<file path="src/rtl/qpp_pkg.sv">
package qpp_pkg;
  localparam int DEF_LEN_W = 14;

  typedef struct packed {
    logic load;
    logic step;
  } qppStrobe_t;
endpackage

</file>
<file path="src/rtl/qpp_ctrl.sv">
module qpp_ctrl
  import qpp_pkg::*;
#(
  parameter int LEN_W   = DEF_LEN_W,
  parameter int MIN_LEN = 40,
  parameter int MAX_LEN = 6144
) (
  input  logic             clk,
  input  logic             rst_n,
  input  logic             startPulse,
  input  logic [LEN_W-1:0] blkLen,
  output qppStrobe_t       strobe,
  output logic [LEN_W-1:0] idx,
  output logic             running,
  output logic             isLast
);
  logic [LEN_W-1:0] lastIdx;

  assign isLast      = running && (idx == lastIdx);
  assign strobe.load = startPulse;
  assign strobe.step = running && !isLast && !startPulse;

  always_ff @(posedge clk or negedge rst_n) begin
    if (!rst_n) begin
      running <= 1'b0;
      idx     <= '0;
      lastIdx <= '0;
    end else if (startPulse) begin
      running <= 1'b1;
      idx     <= '0;
      lastIdx <= blkLen - 1'b1;
    end else if (running) begin
      if (isLast) running <= 1'b0;
      else        idx     <= idx + 1'b1;
    end
  end

  AST_START_CLEARS_IDX: assert property (@(posedge clk) disable iff (!rst_n)
    startPulse |=> (running && idx == '0));
  AST_IDX_ADVANCES: assert property (@(posedge clk) disable iff (!rst_n)
    (running && !isLast && !startPulse) |=> (running && idx == $past(idx) + 1'b1));
  AST_LAST_ENDS_RUN: assert property (@(posedge clk) disable iff (!rst_n)
    (isLast && !startPulse) |=> !running);
  AST_LEN_IN_RANGE: assert property (@(posedge clk) disable iff (!rst_n)
    startPulse |-> (blkLen >= LEN_W'(MIN_LEN) && blkLen <= LEN_W'(MAX_LEN)));
endmodule

</file>
<file path="src/rtl/qpp_datapath.sv">
module qpp_datapath
  import qpp_pkg::*;
#(
  parameter int LEN_W = DEF_LEN_W
) (
  input  logic             clk,
  input  logic             rst_n,
  input  qppStrobe_t       strobe,
  input  logic [LEN_W-1:0] blkLen,
  input  logic [LEN_W-1:0] coefA,
  input  logic [LEN_W-1:0] coefB,
  output logic [LEN_W-1:0] addr
);
  logic [LEN_W-1:0] lenReg;
  logic [LEN_W-1:0] incReg;
  logic [LEN_W-1:0] twoB;

  // sum of two residues, folded back with one conditional subtraction
  function automatic logic [LEN_W-1:0] modAdd(input logic [LEN_W-1:0] a,
                                               input logic [LEN_W-1:0] b,
                                               input logic [LEN_W-1:0] n);
    logic [LEN_W:0] s;
    s = {1'b0, a} + {1'b0, b};
    if (s >= {1'b0, n}) s = s - {1'b0, n};
    return s[LEN_W-1:0];
  endfunction

  always_ff @(posedge clk or negedge rst_n) begin
    if (!rst_n) begin
      lenReg <= '0;
      addr   <= '0;
      incReg <= '0;
      twoB   <= '0;
    end else if (strobe.load) begin
      lenReg <= blkLen;
      addr   <= '0;
      incReg <= modAdd(coefA, coefB, blkLen);
      twoB   <= modAdd(coefB, coefB, blkLen);
    end else if (strobe.step) begin
      addr   <= modAdd(addr, incReg, lenReg);
      incReg <= modAdd(incReg, twoB, lenReg);
    end
  end

  AST_ADDR_BELOW_LEN: assert property (@(posedge clk) disable iff (!rst_n)
    strobe.step |-> (addr < lenReg && incReg < lenReg && twoB < lenReg));
  AST_LOAD_ZERO_ADDR: assert property (@(posedge clk) disable iff (!rst_n)
    strobe.load |=> (addr == '0));
  AST_PARAMS_HELD: assert property (@(posedge clk) disable iff (!rst_n)
    (strobe.step && !$past(strobe.load)) |-> ($stable(lenReg) && $stable(twoB)));
endmodule

</file>
<file path="src/rtl/qpp_addr_gen.sv">
module qpp_addr_gen
  import qpp_pkg::*;
#(
  parameter int LEN_W   = DEF_LEN_W,
  parameter int MIN_LEN = 40,
  parameter int MAX_LEN = 6144
) (
  input  logic             clk,
  input  logic             rst_n,
  input  logic             startPulse,
  input  logic [LEN_W-1:0] blkLen,
  input  logic [LEN_W-1:0] coefA,
  input  logic [LEN_W-1:0] coefB,
  output logic [LEN_W-1:0] outIdx,
  output logic [LEN_W-1:0] outAddr,
  output logic             outValid,
  output logic             outLast
);
  qppStrobe_t strobe;

  qpp_ctrl #(.LEN_W(LEN_W), .MIN_LEN(MIN_LEN), .MAX_LEN(MAX_LEN)) uCtrl (
    .clk        (clk),
    .rst_n      (rst_n),
    .startPulse (startPulse),
    .blkLen     (blkLen),
    .strobe     (strobe),
    .idx        (outIdx),
    .running    (outValid),
    .isLast     (outLast)
  );

  qpp_datapath #(.LEN_W(LEN_W)) uData (
    .clk    (clk),
    .rst_n  (rst_n),
    .strobe (strobe),
    .blkLen (blkLen),
    .coefA  (coefA),
    .coefB  (coefB),
    .addr   (outAddr)
  );
endmodule

</file>
<file path="config.mk">
export PLATFORM = sky130hd
export DESIGN_NAME = qpp_addr_gen
export DESIGN_NICKNAME = d
export VERILOG_FILES = /design/src/rtl/qpp_pkg.sv /design/src/rtl/qpp_ctrl.sv /design/src/rtl/qpp_datapath.sv /design/src/rtl/qpp_addr_gen.sv
export SDC_FILE = /design/constraint.sdc
export NUM_CORES = 1
export LEC_CHECK = 0
export ABC_AREA = 1
export ABC_CLOCK_PERIOD_IN_PS = 4490
export BUFFER_PORTS_ARGS = -buffer_cell sky130_fd_sc_hd__buf_2
export CAP_MARGIN = 20
export CORE_MARGIN = 2
export CORE_UTILIZATION = 50
export DETAILED_ROUTE_END_ITERATION = 8
export PLACE_DENSITY = 0.68
export RECOVER_POWER = 25
export REMOVE_ABC_BUFFERS = 1
export SYNTH_ARGS = -nofsm -noshare
export SYNTH_HDL_FRONTEND = slang
export SYNTH_HIERARCHICAL = 1
export SYNTH_SLANG_ARGS = --single-unit
</file>
<file path="constraint.sdc">
create_clock -name clk -period 4.49 [get_ports clk]
set_input_delay 0.2245 -clock clk [delete_from_list [all_inputs] [get_ports clk]]
set_output_delay 0.2245 -clock clk [all_outputs]
set_load 0.005 [all_outputs]
</file>
==> results list <==
* Outcome: finished, violations left
- The checks that failed: capacitance limit, slew limit.
- Worst skew pair latency: 360 ps
* Top cell type's share of synthesized area: 0.224
- HPWL Detailed: 27800 um
- For this run, global-route usage on met2 was measured as 0.507.
- Crit-path max cell delay: 470 ps
- Total via count after detailed routing: 11474
- Initial DRC Count: 944
* Net switching power: 5.08 mW
- In the routed layout, each cell is associated on average with a via count of 5.40.
- Async SR Flop Fraction: 1.00
- Min Tclk post-route: 3920 ps
- CP max-delay cell: sky130_fd_sc_hd__nor2_2
- Top-count cell post-synth: sky130_fd_sc_hd__nand2_1
* Share of the synthesized area in compound gates (AO/OA/AOI/OAI): 0.0757
* Resized Gates After CTS: 0
* Final worst-path cycle share: 0.872
* Hold Vio Cnt, Final: 0
- ANT nets after route: 0
* Mux share of post-synthesis cell area: 0
- Combinational share of power: 0.783
- Clock transition at the registers of the reported paths: 60 ps
* Part of the power in the clock network: 0.086
* Filler instances: 2243
- Summing all multi-input logic gate instances after layout gives 0.00733 sq mm.
* Worst reg2reg setup slack: 570 ps
- Cell area after placement: 0.0113 sq mm
- Dominant cells by area after synthesis: sky130_fd_sc_hd__nand2_1 (22%), sky130_fd_sc_hd__dfrtp_1 (20%), sky130_fd_sc_hd__ha_1 (12%)
- The synthesized design contains 0 enable-type register cells.
* Cell accounting for the most synthesized area: sky130_fd_sc_hd__nand2_1
- The final number of max-transition violations was 46.
- Buffer depth of the longest clock path: 2
- Via count of the first global-routing pass: 10434
- Flip-flop cell with the highest count after synthesis: sky130_fd_sc_hd__dfrtp_1
* Gate Count Post-Synth: 1787
* Share of total power in sequential cells: 0.131
- At the pin with the least slew margin, the transition time is 2700 ps.
* CP startpoint: uData/incReg[0]$_DFFE_PN0P_
* Crit path DAT: 4160 ps
* Pin count of the biggest net entering global routing: 46
* Register bit total from synthesis: 85
- Final cell utilization of the core: 0.552
- Fraction of the mapped netlist area in adder cells: 0.129
- Post-Synthesis Cell Area: 0.0108 sq mm
- In this run the critical register-to-register path is captured at uData/incReg[11]$_DFFE_PN0P_.
- In the final layout, the share of cells above drive strength 1 is 0.0768.
* Most heavily used metal layer in global routing: met2
* Clock tree from TritonCTS: built
- The most numerous cell type found on the critical path is sky130_fd_sc_hd__nand3_1.
* Number of nets at the end of the flow: 1995
- Across the whole layout, storage elements account for 0.00213 sq mm.
- Chip Height: 151 um
- In the global route stage, met3 resource usage came out at 0.0427.
- Floorplan die width: 151 um
* Yosys warnings: 6
* Total of buffers placed on input and output ports: 74
- Worst rel slew slack: -0.801
- Post-Synth XOR/XNOR Area: 0.0537
- Count of distinct cell types in the synthesized netlist: 45
* Post-synthesis share of cell area spent on and, or, nand and nor gates: 0.422
- Across the VDD grid, the largest voltage drop is 0.358 mV.
- Worst R2R Start: uData/incReg[0]$_DFFE_PN0P_
* Synthesis-to-finish area growth: 8.09%
- At the end of routability-driven placement, the weighted congestion stood at 1.03.
- Of the total power, the share spent switching nets is 0.573.
* GR Util met1: 0.410
- Clock sinks: 85
* Critical Path Sink Type: flop
- Io pins: 75
- Type of the setup path with the least slack: reg2reg
* Final cell area excluding filler cells: 0.0116 sq mm
- Sequential cell area fraction in the yosys report: 0.198
- Dominant combinational cell family by area after synthesis: simple AND/OR/NAND/NOR gates
- Number of antenna violations at the first check in global routing: 0
- The total overflow left after global routing is 0.
- Post-route clock skew: 8.52 ps
- Ant. Diodes: 0
- The tightest min-delay check is of the in2reg type.
* Global-route wire length before repair: 54100 um
- For this run, the total global-route usage over all layers was measured as 0.305.
* Commonest cells in the netlist: sky130_fd_sc_hd__nand2_1 (642), sky130_fd_sc_hd__inv_1 (281), sky130_fd_sc_hd__nand3_1 (173)
* Ordered list of cells on the worst path: ha_1 -> inv_1 -> fa_1 -> inv_1 -> nand3_1 -> nand3_1 -> nand3_1 -> nand3_1 -> nand2_1 -> nand2_1 -> inv_1 -> ha_1 -> a21oi_1 -> or2_2 -> nand3_1 -> nor2_2 -> nand3_1 -> nand3_1 -> nand2_1 -> nand2_1 -> nand2_1
- Total clock buffers created by CTS: 9
- The worst setup path is launched from a flop.
- Of all nets on the critical path, the largest fanout is 14.
* Total power density per cell area: 763 mW/mm^2
- Max H-tree Level: 3
- Leak pwr: 6.79 nW
- Core area: 0.0211 sq mm
* Length in cells of the worst reg-to-reg path: 21
* Die Footprint: 0.0227 sq mm
* Post-synthesis average cell area: 6.02 sq um
- For this run, the top clock speed supported by timing is 255 MHz.
* Critical path required time: 4730 ps
* Initial Utilization: 0.511
- Critical path capture point: uData/incReg[11]$_DFFE_PN0P_
* Routed WL: 34000 um
- Power Internal: 3.79 mW
* Buffer cell driving the clock tree root: sky130_fd_sc_hd__clkbuf_16
* Final routed wire length divided by cell count: 16.0 um
- Number of search-and-repair iterations in the first detailed-routing pass: 7
- After routing, the total negative slack on setup checks comes to 0 ps.
- Setup violations remaining at the end of the flow were counted as 0.
* Unrepaired setup endpoints after global routing: false
* Max-capacitance violation count: 1
* Number of core rows: 53
- DR DRC count: 0
==> worst min-delay path by stage <==
stage               slack (ps)  cells past startpoint       start                           end
finish                     130                      3  blkLen[13]  uData/lenReg[13]$_DFFE_PN0P_
global route               170                      3  blkLen[13]  uData/lenReg[13]$_DFFE_PN0P_
floorplan                  -70                      0       rst_n      uCtrl/idx[0]$_DFFE_PN0P_
CTS                        130                      3  blkLen[13]  uData/lenReg[13]$_DFFE_PN0P_
global placement           290                      1       rst_n  uCtrl/lastIdx[0]$_DFFE_PN0P_
detailed placement         290                      1       rst_n  uCtrl/lastIdx[0]$_DFFE_PN0P_
==> layout make-up <==
cell class,count,share of cell area
Multi-Input combinational cell,1375,0.630
Sequential cell,85,0.183
Inverter,291,0.0941
Timing Repair Buffer,81,0.0382
Tap cell,275,0.0296
Clock buffer,11,0.0217
Clock inverter,5,0.00355
==> through the flow <==
step,worst slack [ps],hold WS (ps),std cells,total power [mW]
after floorplan,1300,-71.1,1751,6.25
after global placement,714,291,2105,7.93
after detailed placement,654,294,2106,7.95
after CTS,637,127,2123,8.76
after global routing,239,166,2123,9.81
final,574,134,2123,8.87
==> cells by family (layout without fill, tap and decap cells) <==
kind of cell	count (synthesis)	after routing
buffers and inverters	327	388
adders and majority gates	107	107
xor gates and xnor gates	66	66
DFF	85	85
AOI/OAI and AO/OA	147	147
and+or+nand+nor	1055	1055
==> routing by layer <==
metal / wire length (um) / vias to the layer above
met5: 0 / -
met3: 2020 / 55
met1: 15300 / 5282
met2: 15700 / 376
met4: 915 / 0
li1: - / 5761
==> power groups by stage <==
stage	sequential [mW]	combinational, mW	clock [mW]
after floorplan	1.07	5.18	0
after global placement	1.17	6.76	0
after detailed placement	1.17	6.77	0
after CTS	1.16	6.82	0.785
after global routing	1.18	7.81	0.814
final	1.16	6.95	0.762
==> cell usage in the layout (no fill, tap or decap), types with 3 or more instances in the layout <==
| master | netlist | final |
|---|---|---|
| sky130_fd_sc_hd__nand2_1 | 642 | 642 |
| sky130_fd_sc_hd__inv_1 | 281 | 281 |
| sky130_fd_sc_hd__nand3_1 | 173 | 173 |
| sky130_fd_sc_hd__nor2_1 | 130 | 129 |
| sky130_fd_sc_hd__ha_1 | 100 | 100 |
| sky130_fd_sc_hd__dfrtp_1 | 85 | 85 |
| sky130_fd_sc_hd__buf_2 | 9 | 73 |
| sky130_fd_sc_hd__a21oi_1 | 66 | 66 |
| sky130_fd_sc_hd__nand4_1 | 43 | 43 |
| sky130_fd_sc_hd__o21ai_0 | 43 | 43 |
| sky130_fd_sc_hd__xor2_1 | 41 | 41 |
| sky130_fd_sc_hd__xnor2_1 | 25 | 25 |
| sky130_fd_sc_hd__nand3b_1 | 15 | 15 |
| sky130_fd_sc_hd__nor3_1 | 12 | 12 |
| sky130_fd_sc_hd__o21ai_1 | 12 | 12 |
| sky130_fd_sc_hd__clkbuf_16 | 0 | 9 |
| sky130_fd_sc_hd__inv_2 | 7 | 7 |
| sky130_fd_sc_hd__fa_1 | 7 | 7 |
| sky130_fd_sc_hd__nand2_2 | 6 | 6 |
| sky130_fd_sc_hd__nand3_2 | 6 | 6 |
| sky130_fd_sc_hd__or2_2 | 6 | 6 |
| sky130_fd_sc_hd__buf_4 | 5 | 5 |
| sky130_fd_sc_hd__nor2_2 | 4 | 5 |
| sky130_fd_sc_hd__and2_1 | 5 | 5 |
| sky130_fd_sc_hd__nand2_4 | 4 | 4 |
| sky130_fd_sc_hd__a31oi_1 | 4 | 4 |
| sky130_fd_sc_hd__a21o_1 | 4 | 4 |
| sky130_fd_sc_hd__o21bai_1 | 4 | 4 |
| sky130_fd_sc_hd__o21a_1 | 4 | 4 |
| sky130_fd_sc_hd__nand3_4 | 3 | 3 |
| sky130_fd_sc_hd__nor3b_1 | 3 | 3 |
==> sequential cells by signal, summed over array words and instances (netlist names) <==
name           cells
uCtrl/idx         14
uData/lenReg      14
uData/addr        14
uCtrl/lastIdx     14
uCtrl/running      1
uData/twoB        14
uData/incReg      14
==> critical path, delay by kind of cell, from the launching register on <==
kind                       cells  cell delay [ps]
and+or+nand+nor               14             1800
adders and majority gates      3             1040
DFF                            1              400
AOI/OAI and AO/OA              1              310
buffers and inverters          3              250
==> timing repair <==
| item | in CTS | in global routing |
|---|---|---|
| hold buffers | 1 | 0 |
| setup buffers | 0 | 0 |
| endpoints found under the hold margin | 44 | 0 |
Note: power is estimated with default switching activity, not from simulation.
